$ cat src/rtl/rxf_pkg.sv
package rxf_pkg;
    localparam int ADDR_W   = 48;
    localparam int BYTE_W   = 8;
    localparam int ADDR_BYTES = ADDR_W / BYTE_W;
    localparam int CNT_W    = $clog2(ADDR_BYTES);

    typedef enum logic [1:0] {
        ST_HDR  = 2'd0,
        ST_PASS = 2'd1,
        ST_DROP = 2'd2
    } rxf_state_e;

    typedef struct packed {
        rxf_state_e          state;
        logic [CNT_W-1:0]    cnt;
        logic [ADDR_W-1:0]   addr;
        logic                dec_v;
        logic                dec_acc;
        logic                out_v;
        logic [BYTE_W-1:0]   out_d;
        logic                out_last;
    } rxf_regs_t;
endpackage

$ cat src/rtl/rxf_addr_table.sv
module rxf_addr_table
    import rxf_pkg::*;
#(
    parameter int ENTRIES = 8,
    parameter int IDX_W   = (ENTRIES > 1) ? $clog2(ENTRIES) : 1
) (
    input  logic                            clk,
    input  logic                            rst_n,
    input  logic                            hold,
    input  logic                            uc_we,
    input  logic                            mc_we,
    input  logic [IDX_W-1:0]                wr_idx,
    input  logic [ADDR_W-1:0]               wr_addr,
    input  logic                            wr_valid,
    output logic [ADDR_W-1:0]               act_uc,
    output logic [ENTRIES-1:0][ADDR_W-1:0]  act_mc,
    output logic [ENTRIES-1:0]              act_vld
);
    logic [ADDR_W-1:0]              sh_uc_d,  sh_uc_q;
    logic [ENTRIES-1:0][ADDR_W-1:0] sh_mc_d,  sh_mc_q;
    logic [ENTRIES-1:0]             sh_vld_d, sh_vld_q;
    logic [ADDR_W-1:0]              ac_uc_d,  ac_uc_q;
    logic [ENTRIES-1:0][ADDR_W-1:0] ac_mc_d,  ac_mc_q;
    logic [ENTRIES-1:0]             ac_vld_d, ac_vld_q;

    always_comb begin
        sh_uc_d  = sh_uc_q;
        sh_mc_d  = sh_mc_q;
        sh_vld_d = sh_vld_q;
        if (uc_we) begin
            sh_uc_d = wr_addr;
        end
        for (int e = 0; e < ENTRIES; e++) begin
            if (mc_we && (int'(wr_idx) == e)) begin
                sh_mc_d[e]  = wr_addr;
                sh_vld_d[e] = wr_valid;
            end
        end
        ac_uc_d  = ac_uc_q;
        ac_mc_d  = ac_mc_q;
        ac_vld_d = ac_vld_q;
        if (!hold) begin
            ac_uc_d  = sh_uc_q;
            ac_mc_d  = sh_mc_q;
            ac_vld_d = sh_vld_q;
        end
    end

    always_ff @(posedge clk) begin
        if (!rst_n) begin
            sh_uc_q  <= '0;
            sh_mc_q  <= '0;
            sh_vld_q <= '0;
            ac_uc_q  <= '0;
            ac_mc_q  <= '0;
            ac_vld_q <= '0;
        end else begin
            sh_uc_q  <= sh_uc_d;
            sh_mc_q  <= sh_mc_d;
            sh_vld_q <= sh_vld_d;
            ac_uc_q  <= ac_uc_d;
            ac_mc_q  <= ac_mc_d;
            ac_vld_q <= ac_vld_d;
        end
    end

    assign act_uc  = ac_uc_q;
    assign act_mc  = ac_mc_q;
    assign act_vld = ac_vld_q;

    // the snapshot used for comparison is frozen while a frame is in progress
    p_snapshot_frozen_r9: assert property (@(posedge clk) disable iff (!rst_n)
        hold |=> ($stable(ac_uc_q) && $stable(ac_mc_q) && $stable(ac_vld_q)));
endmodule

$ cat src/rtl/rxf_match.sv
module rxf_match
    import rxf_pkg::*;
#(
    parameter int ENTRIES = 8
) (
    input  logic [ADDR_W-1:0]               dest,
    input  logic [ADDR_W-1:0]               uc,
    input  logic [ENTRIES-1:0][ADDR_W-1:0]  mc,
    input  logic [ENTRIES-1:0]              mc_vld,
    output logic                            accept
);
    logic [ENTRIES-1:0] mc_hit;
    logic               uc_hit;
    logic               bc_hit;

    for (genvar e = 0; e < ENTRIES; e++) begin : g_entry
        assign mc_hit[e] = mc_vld[e] && (mc[e] == dest);
    end

    assign uc_hit = (dest == uc);
    assign bc_hit = &dest;
    assign accept = uc_hit || bc_hit || (|mc_hit);
endmodule

$ cat src/rtl/rx_dest_filter.sv
module rx_dest_filter
    import rxf_pkg::*;
#(
    parameter int MC_ENTRIES = 8,
    parameter int IDX_W      = (MC_ENTRIES > 1) ? $clog2(MC_ENTRIES) : 1
) (
    input  logic               clk,
    input  logic               rst_n,
    input  logic               in_valid,
    input  logic [7:0]         in_data,
    input  logic               in_last,
    input  logic               uc_we,
    input  logic               mc_we,
    input  logic [IDX_W-1:0]   cfg_idx,
    input  logic [47:0]        cfg_addr,
    input  logic               cfg_valid,
    output logic               out_valid,
    output logic [7:0]         out_data,
    output logic               out_last,
    output logic               dec_valid,
    output logic               dec_accept
);
    localparam logic [CNT_W-1:0] LAST_HDR = CNT_W'(ADDR_BYTES - 1);

    rxf_regs_t r_d, r_q;

    logic [ADDR_W-1:0]                 cand;
    logic                              hold;
    logic                              accept;
    logic [ADDR_W-1:0]                 act_uc;
    logic [MC_ENTRIES-1:0][ADDR_W-1:0] act_mc;
    logic [MC_ENTRIES-1:0]             act_vld;

    assign hold = !((r_q.state == ST_HDR) && (r_q.cnt == '0));
    assign cand = {r_q.addr[ADDR_W-BYTE_W-1:0], in_data};

    rxf_addr_table #(.ENTRIES(MC_ENTRIES), .IDX_W(IDX_W)) u_table (
        .clk      (clk),
        .rst_n    (rst_n),
        .hold     (hold),
        .uc_we    (uc_we),
        .mc_we    (mc_we),
        .wr_idx   (cfg_idx),
        .wr_addr  (cfg_addr),
        .wr_valid (cfg_valid),
        .act_uc   (act_uc),
        .act_mc   (act_mc),
        .act_vld  (act_vld)
    );

    rxf_match #(.ENTRIES(MC_ENTRIES)) u_match (
        .dest   (cand),
        .uc     (act_uc),
        .mc     (act_mc),
        .mc_vld (act_vld),
        .accept (accept)
    );

    always_comb begin
        r_d          = r_q;
        r_d.dec_v    = 1'b0;
        r_d.out_v    = 1'b0;
        r_d.out_last = 1'b0;
        if (in_valid) begin
            unique case (r_q.state)
                ST_HDR: begin
                    r_d.addr = cand;
                    if (r_q.cnt == LAST_HDR) begin
                        r_d.cnt     = '0;
                        r_d.dec_v   = 1'b1;
                        r_d.dec_acc = accept;
                        if (in_last) begin
                            r_d.state = ST_HDR;
                        end else begin
                            r_d.state = accept ? ST_PASS : ST_DROP;
                        end
                    end else if (in_last) begin
                        r_d.cnt = '0;
                    end else begin
                        r_d.cnt = r_q.cnt + 1'b1;
                    end
                end
                ST_PASS: begin
                    r_d.out_v    = 1'b1;
                    r_d.out_d    = in_data;
                    r_d.out_last = in_last;
                    if (in_last) r_d.state = ST_HDR;
                end
                ST_DROP: begin
                    if (in_last) r_d.state = ST_HDR;
                end
                default: r_d.state = ST_HDR;
            endcase
        end
    end

    always_ff @(posedge clk) begin
        if (!rst_n) begin
            r_q       <= '0;
            r_q.state <= ST_HDR;
        end else begin
            r_q <= r_d;
        end
    end

    assign out_valid  = r_q.out_v;
    assign out_data   = r_q.out_d;
    assign out_last   = r_q.out_last;
    assign dec_valid  = r_q.dec_v;
    assign dec_accept = r_q.dec_acc;

    // a decision needs six fresh bytes, so pulses never touch
    p_dec_single_r6: assert property (@(posedge clk) disable iff (!rst_n)
        dec_valid |=> !dec_valid);
    // broadcast address always produces an accept
    p_bcast_accept_r3: assert property (@(posedge clk) disable iff (!rst_n)
        (dec_valid && (&r_q.addr)) |-> dec_accept);
    // station address match produces an accept
    p_station_accept_r2: assert property (@(posedge clk) disable iff (!rst_n)
        (dec_valid && (r_q.addr == act_uc)) |-> dec_accept);
    // forwarded bytes only follow an accepting decision
    p_fwd_needs_accept_r7: assert property (@(posedge clk) disable iff (!rst_n)
        out_valid |-> dec_accept);
    // no address byte leaves on the decision cycle
    p_no_hdr_out_r7: assert property (@(posedge clk) disable iff (!rst_n)
        dec_valid |-> !out_valid);
    // a dropping frame emits nothing
    p_drop_silent_r8: assert property (@(posedge clk) disable iff (!rst_n)
        (r_q.state == ST_DROP) |=> !out_valid);
    // end of frame returns to fresh capture
    p_eof_restart_r10: assert property (@(posedge clk) disable iff (!rst_n)
        (in_valid && in_last) |=> ((r_q.state == ST_HDR) && (r_q.cnt == '0)));
endmodule

$ cat config.mk
export PLATFORM = sky130hd
export DESIGN_NAME = rx_dest_filter
export DESIGN_NICKNAME = d
export VERILOG_FILES = /design/src/rtl/rxf_pkg.sv /design/src/rtl/rxf_addr_table.sv /design/src/rtl/rxf_match.sv /design/src/rtl/rx_dest_filter.sv
export SDC_FILE = /design/constraint.sdc
export NUM_CORES = 2
export LEC_CHECK = 0
export ABC_AREA = 1
export BUFFER_PORTS_ARGS = -buffer_cell sky130_fd_sc_hd__buf_4
export CAP_MARGIN = 20
export CORE_MARGIN = 1.5
export CORE_UTILIZATION = 62
export DETAILED_ROUTE_END_ITERATION = 16
export PLACE_DENSITY = 0.78
export SYNTH_ARGS = -nofsm -noshare
export SYNTH_HDL_FRONTEND = slang
export SYNTH_SLANG_ARGS = --single-unit
$ cat constraint.sdc
create_clock -name clk -period 3.3 [get_ports clk]
set_clock_uncertainty 0.1 [all_clocks]
set_input_delay 0.165 -clock clk [delete_from_list [all_inputs] [get_ports clk]]
set_output_delay 0.165 -clock clk [all_outputs]
set_load 0.01 [all_outputs]
Word level (Yosys, flattened, before mapping)
Cells that the tools add are included.
Widths: inputs -> output; s select.

storage, ports and cells
  word-level logic and storage cells = 98
  output and inout port bits = 12
  flip-flop bits (word level) = 937
  input port bits = 66

cells by class
  reduce and logical (&&, ||, !) cells = 32
  equality and inequality tests = 21
  $add $sub $neg = 1
  muxes and demuxes = 9

operators by type and width
  cell                 number
  $eq 48x48->1         9
  $reduce_and 48->1    1
  $logic_and 1x1->1    17
  $eq 3x3->1 const B   5
  $reduce_and 3->1     4
  $mux 10              1
  $mux 2               5
  $reduce_or 8->1      1
  $eq 3x2->1 const B   2
  $logic_not 3->1      2
  $mux 3               2
  $reduce_and 2->1     3
  $ne 2x1->1 const B   2
  $pmux 2 s2           1
  $add 3x1->3 const B  1
  $eq 3x1->1 const B   1
  $eq 2x1->1 const B   1
  $eq 2x2->1 const B   1
  $logic_not 2->1      1
  $logic_or 1x1->1     2
  $reduce_or 2->1      1

Logic depth before layout (Yosys ltp)
  word-level depth = 8
  depth in mapped cells = 16

Modules after synthesis
From an unflattened synthesis, not the netlist that was laid out.

unflattened totals
  cell total of the unflattened synthesis = 6096
  area, all modules = 40811.6 um^2

by module, submodules not included
  module          cells each  area an instance (um^2)  sequential area each (um^2)  times used
  rxf_addr_table  4260        31584.0                  17616.9                      1
  rxf_match       1554        7040.5                   0.0                          1
  rx_dest_filter  282         2187.1                   1141.1                       1

Least setup slack after synthesis
OpenSTA, ideal clock, no wires.

  path type = register to register
  start point = register r_q[60] (netlist bit)
  end point = register u_table.ac_mc_q, in the netlist u_table.act_mc[0]
  arrival time = 1.526 ns
  data required time = 3.072 ns
  stages on the path, launching flop included = 8
  path slack = 1.546 ns
  setup time = 0.128 ns
  cell sequence = dfxtp_1 inv_1 ha_1 nand3_1 buf_2 clkbuf_1 clkbuf_1 a21oi_1

between the ends
  word-level cells in the longest chain between the ends = 2

RTL lines
  what                      RTL line               source
  start: declaration        rx_dest_filter.sv:25   rxf_regs_t r_d, r_q;
  start signal: assignment  rx_dest_filter.sv:102  r_q <= r_d;
  $logic_not 3->1           rx_dest_filter.sv:34   assign hold = !((r_q.state == ST_HDR) && (r_q.cnt == '0));
  $logic_and 1x1->1         rx_dest_filter.sv:34
  end signal: assignment    rxf_addr_table.sv:62   ac_mc_q <= ac_mc_d;
  end: declaration          rxf_addr_table.sv:23   logic [ENTRIES-1:0][ADDR_W-1:0] ac_mc_d, ac_mc_q;

Every way passes these cells.
A chain may end at the register's enable or synchronous reset.

Final worst setup path
  start point = register r_q, in the netlist cand[25]
  end point = register r_q, in the netlist dec_accept

between the ends
  word-level cells in the longest chain between the ends = 4
  elaborated cells between the ends (all ways) = 21
  those cells by class = eq/ne (9); reduce/logical (12)

RTL lines
  what                  RTL line         source
  $eq 48x48->1          rxf_match.sv:17  assign mc_hit[e] = mc_vld[e] && (mc[e] == dest);
  $logic_and 1x1->1     rxf_match.sv:17
  $reduce_or 8->1       rxf_match.sv:22  assign accept = uc_hit || bc_hit || (|mc_hit);
  $logic_or 1x1->1 (*)  rxf_match.sv:22

Every way passes the cells marked *; elsewhere a longest branch is shown, timed or not.

==> results.yml <==
synth:
  syn_avg_cell_area_um2: 7.06
  yosys_warnings: 0
  synth_cell_types: 33
  synth_area_leader_cell: "dfxtp_1"
  netlist.area_leader.share_pct: 48.7
  syn_inst: 5457
  synth_edf_count: 0
  syn_nets: 5528
  synthArstFlopShare_pct: 0
  ys_seq_area_share_pct: 48.7
  synth_top_cells_by_area: "dfxtp_1 49%, nor2_1 15%, o21ai_0 14%"
  synth_flop_cell: "dfxtp_1"
  yosys_register_bits: 937
  synth_area_um2: 38500
clocking:
  cts-resized-gates: 0
  cts_tree: "done"
  cts_buffer_depth: 3
  cts_root_buf: "clkbuf_16"
  clk_pin_slew_ns: 0.06
  cts_buffers: 94
  cts.sinks: 937
  clock_latency_ns: 0.69
  cts_max_level: 3
timing:
  relSlewSlack_pct: 28.9
  finalSetupViolations: 0
  post-route-period-util_pct: 83.5
  finalHoldViolCount: 0
  post-route-min-period_ns: 2.75
  drv_slew: 0
  max_freq_ghz: 0.363
  tns_ns: 0
  worst_slew_pin_slew_ns: 1.07
  rsz0062_at_grt: "no"
setup_path:
  path_delay_family: "simple AND/OR/NAND/NOR gates"
  cp_max_fo: 11
  path_common_cell: "nor2_1"
  start_kind: "flop"
  required_ns: 3.76
  path_buf_inv: 2
  crit_type: "flop to flop"
  crit_path_cell_trace: "buf_4 -> clkinv_1 -> o21ai_0 -> nor2_1 -> nand2_1 -> nor2_1 -> nand2_1 -> nor2_1 -> a21oi_1 -> nand3_2 -> nor2_1 -> nor2_1"
  slowest_delay_ns: 0.46
  critPathSlowestCell: "clkinv_1"
  critPathArrivalTime_ns: 3.22
  end_kind: "flop"
global_route:
  antenna_found_initial: 6
  gr-total-overflow: 0
  grt_pass1_wl_um: 229000
  grt_use_total_pct: 49.8
  grt_max_degree: 118
  grt_pass1_vias: 34100
power_and_ir_drop:
  vdd_drop_max_mv: 0.506
  p_per_area_nw_per_um2: 655
  p_leak_uw: 0.0190
route:
  first_pass_iters: 7
  wl_per_cell_um: 25.6
  drc: 0
  vias: 38200
  drt-initial-drc-count: 6466
  drt-total-wl_um: 162000
  ant_nets: 0
  drt-vias-per-instance: 6.04
floorplanning:
  core_area_um2: 61600
  die_x_um: 252
  ios: 78
  start_util_pct: 62.5
  die_h_um: 252
  rows: 91
  die-area_um2: 63600
cells_and_area:
  areaGrowthSynthToFinish_pct: 13.5
  fin_cells: 6318
  fill_cells: 5030
  drive_gt1_share_pct: 7.05
  nets: 5473
place:
  dp_cells: 6082
  gp_congestion: 1.19
  hpwl_um: 109000
  portBuffers: 77
min_path:
  hold_path_class: "primary input to flop"
outcome:
  status: "complete, no violations"
run:
  maxCapViolations: 0
==> placed cells by master, fill, tap and decap left out, types with 20 or more instances in the layout <==
cell           instances
dlygate4sd3_1         61
a21oi_1              283
o21ai_1               21
nand3_1               20
clkbuf_16             95
o22ai_1               31
o21ai_0             1052
buf_12                22
dfxtp_1              937
xor2_1                34
clkbuf_8              22
buf_4                176
nor2_1              1555
xnor2_1              109
clkbuf_1              21
nand2_1              651
inv_1                284
==> cells by family (layout without fill, tap and decap cells) <==
logic type	after synthesis	in the layout	synth area share [%]
xor gates and xnor gates	143	143	3.25
DFF	937	937	48.7
buffers and inverters	720	741	7.44
and+or+nand+nor	2260	2260	22.2
adders and majority gates	5	5	0.162
other	0	3	0
AOI/OAI and AO/OA	1392	1392	18.2
==> Yosys cell counts, types with 31 or more instances <==
cell type	n
inv_1	294
clkbuf_1	285
xor2_1	34
a21oi_1	283
o22ai_1	31
dfxtp_1	937
o21ai_0	1052
nor2_1	1563
xnor2_1	109
buf_2	46
nand2_1	652
buf_1	51
==> path summary, 6_finish.rpt <==
| path | startpoint | to | slack, ns | depth (start not counted) |
|---|---|---|---|---|
| min | cfg_idx[0] | u_table.sh_mc_q[16] | 0.07 | 7 |
| max reg2reg | cand[25] | dec_accept | 0.55 | 12 |
| min reg2reg | u_table.act_mc[150] | u_table.act_mc[150] | 0.37 | 2 |
| max | cand[25] | dec_accept | 0.55 | 12 |
==> state kept, by name (all words and copies together), names as in the netlist <==
name and count:
dec_accept 1, dec_valid 1, u_table.act_mc 384, u_table.act_vld 8, u_table.sh_vld_q 8, out_data 8, u_table.act_uc 48, u_table.sh_uc_q 48
out_valid 1, r_q 5, cand 40, out_last 1, u_table.sh_mc_q 384
==> worst min-delay path: cells and delay by family <==
kind / cells / cell delay (ns)
simple gates: 4 / 0.24
buf+inv: 3 / 0.40
==> power breakdown <==
| part | switching, uW | leakage [uW] | internal [uW] | total [uW] |
|---|---|---|---|---|
| registers | 621 | 0.00767 | 12000 | 12700 |
| logic | 3010 | 0.00964 | 1190 | 4200 |
| clock network | 4770 | 0.00166 | 7000 | 11800 |
| total | 8400 | 0.0190 | 20200 | 28600 |
==> per-stage QoR <==
stage | hold slack (ns) | total power [uW] | utilization (%) | instance area, um2 | setup slack, ns
CTS | 0.0497 | 28300 | 71.0 | 43700 | 0.686
floorplan | 0.207 | 14900 | - | 38500 | 1.55
finish | 0.0664 | 28600 | 71.0 | 43700 | 0.546
global placement | 0.348 | 16700 | 64.5 | 39700 | 0.694
detailed placement | 0.356 | 16700 | 64.5 | 39700 | 0.719
global route | 0.0739 | 29200 | 71.0 | 43700 | 0.449
==> what timing repair did <==
action	in CTS	in global routing
setup buffers	0	0
endpoints found under the hold margin	501	0
setup endpoints to repair	0	0
hold buffers	61	0
==> layout make-up <==
type / instances / area [um2] / share of cell area (%)
clock buffer: 138 / 2760 / 6.31
clock inverter: 34 / 628 / 1.44
sequential: 937 / 18800 / 42.9
timing repair buffer: 260 / 2390 / 5.46
tap: 837 / 1050 / 2.39
antenna: 3 / 7.51 / 0.0172
inverter: 309 / 1170 / 2.68
multi-input combinational: 3800 / 17000 / 38.8
==> metal layers <==
metal  part of all wire, %  vias up  track usage [%]
met1                    37    17700             65.5
met4                   7.7        8             32.4
met3                    14      591             13.7
li1                      -    17200                -
met2                    41     2701             71.6
met5                 0.035        -                0
Power figures use the tool's default switching activity.
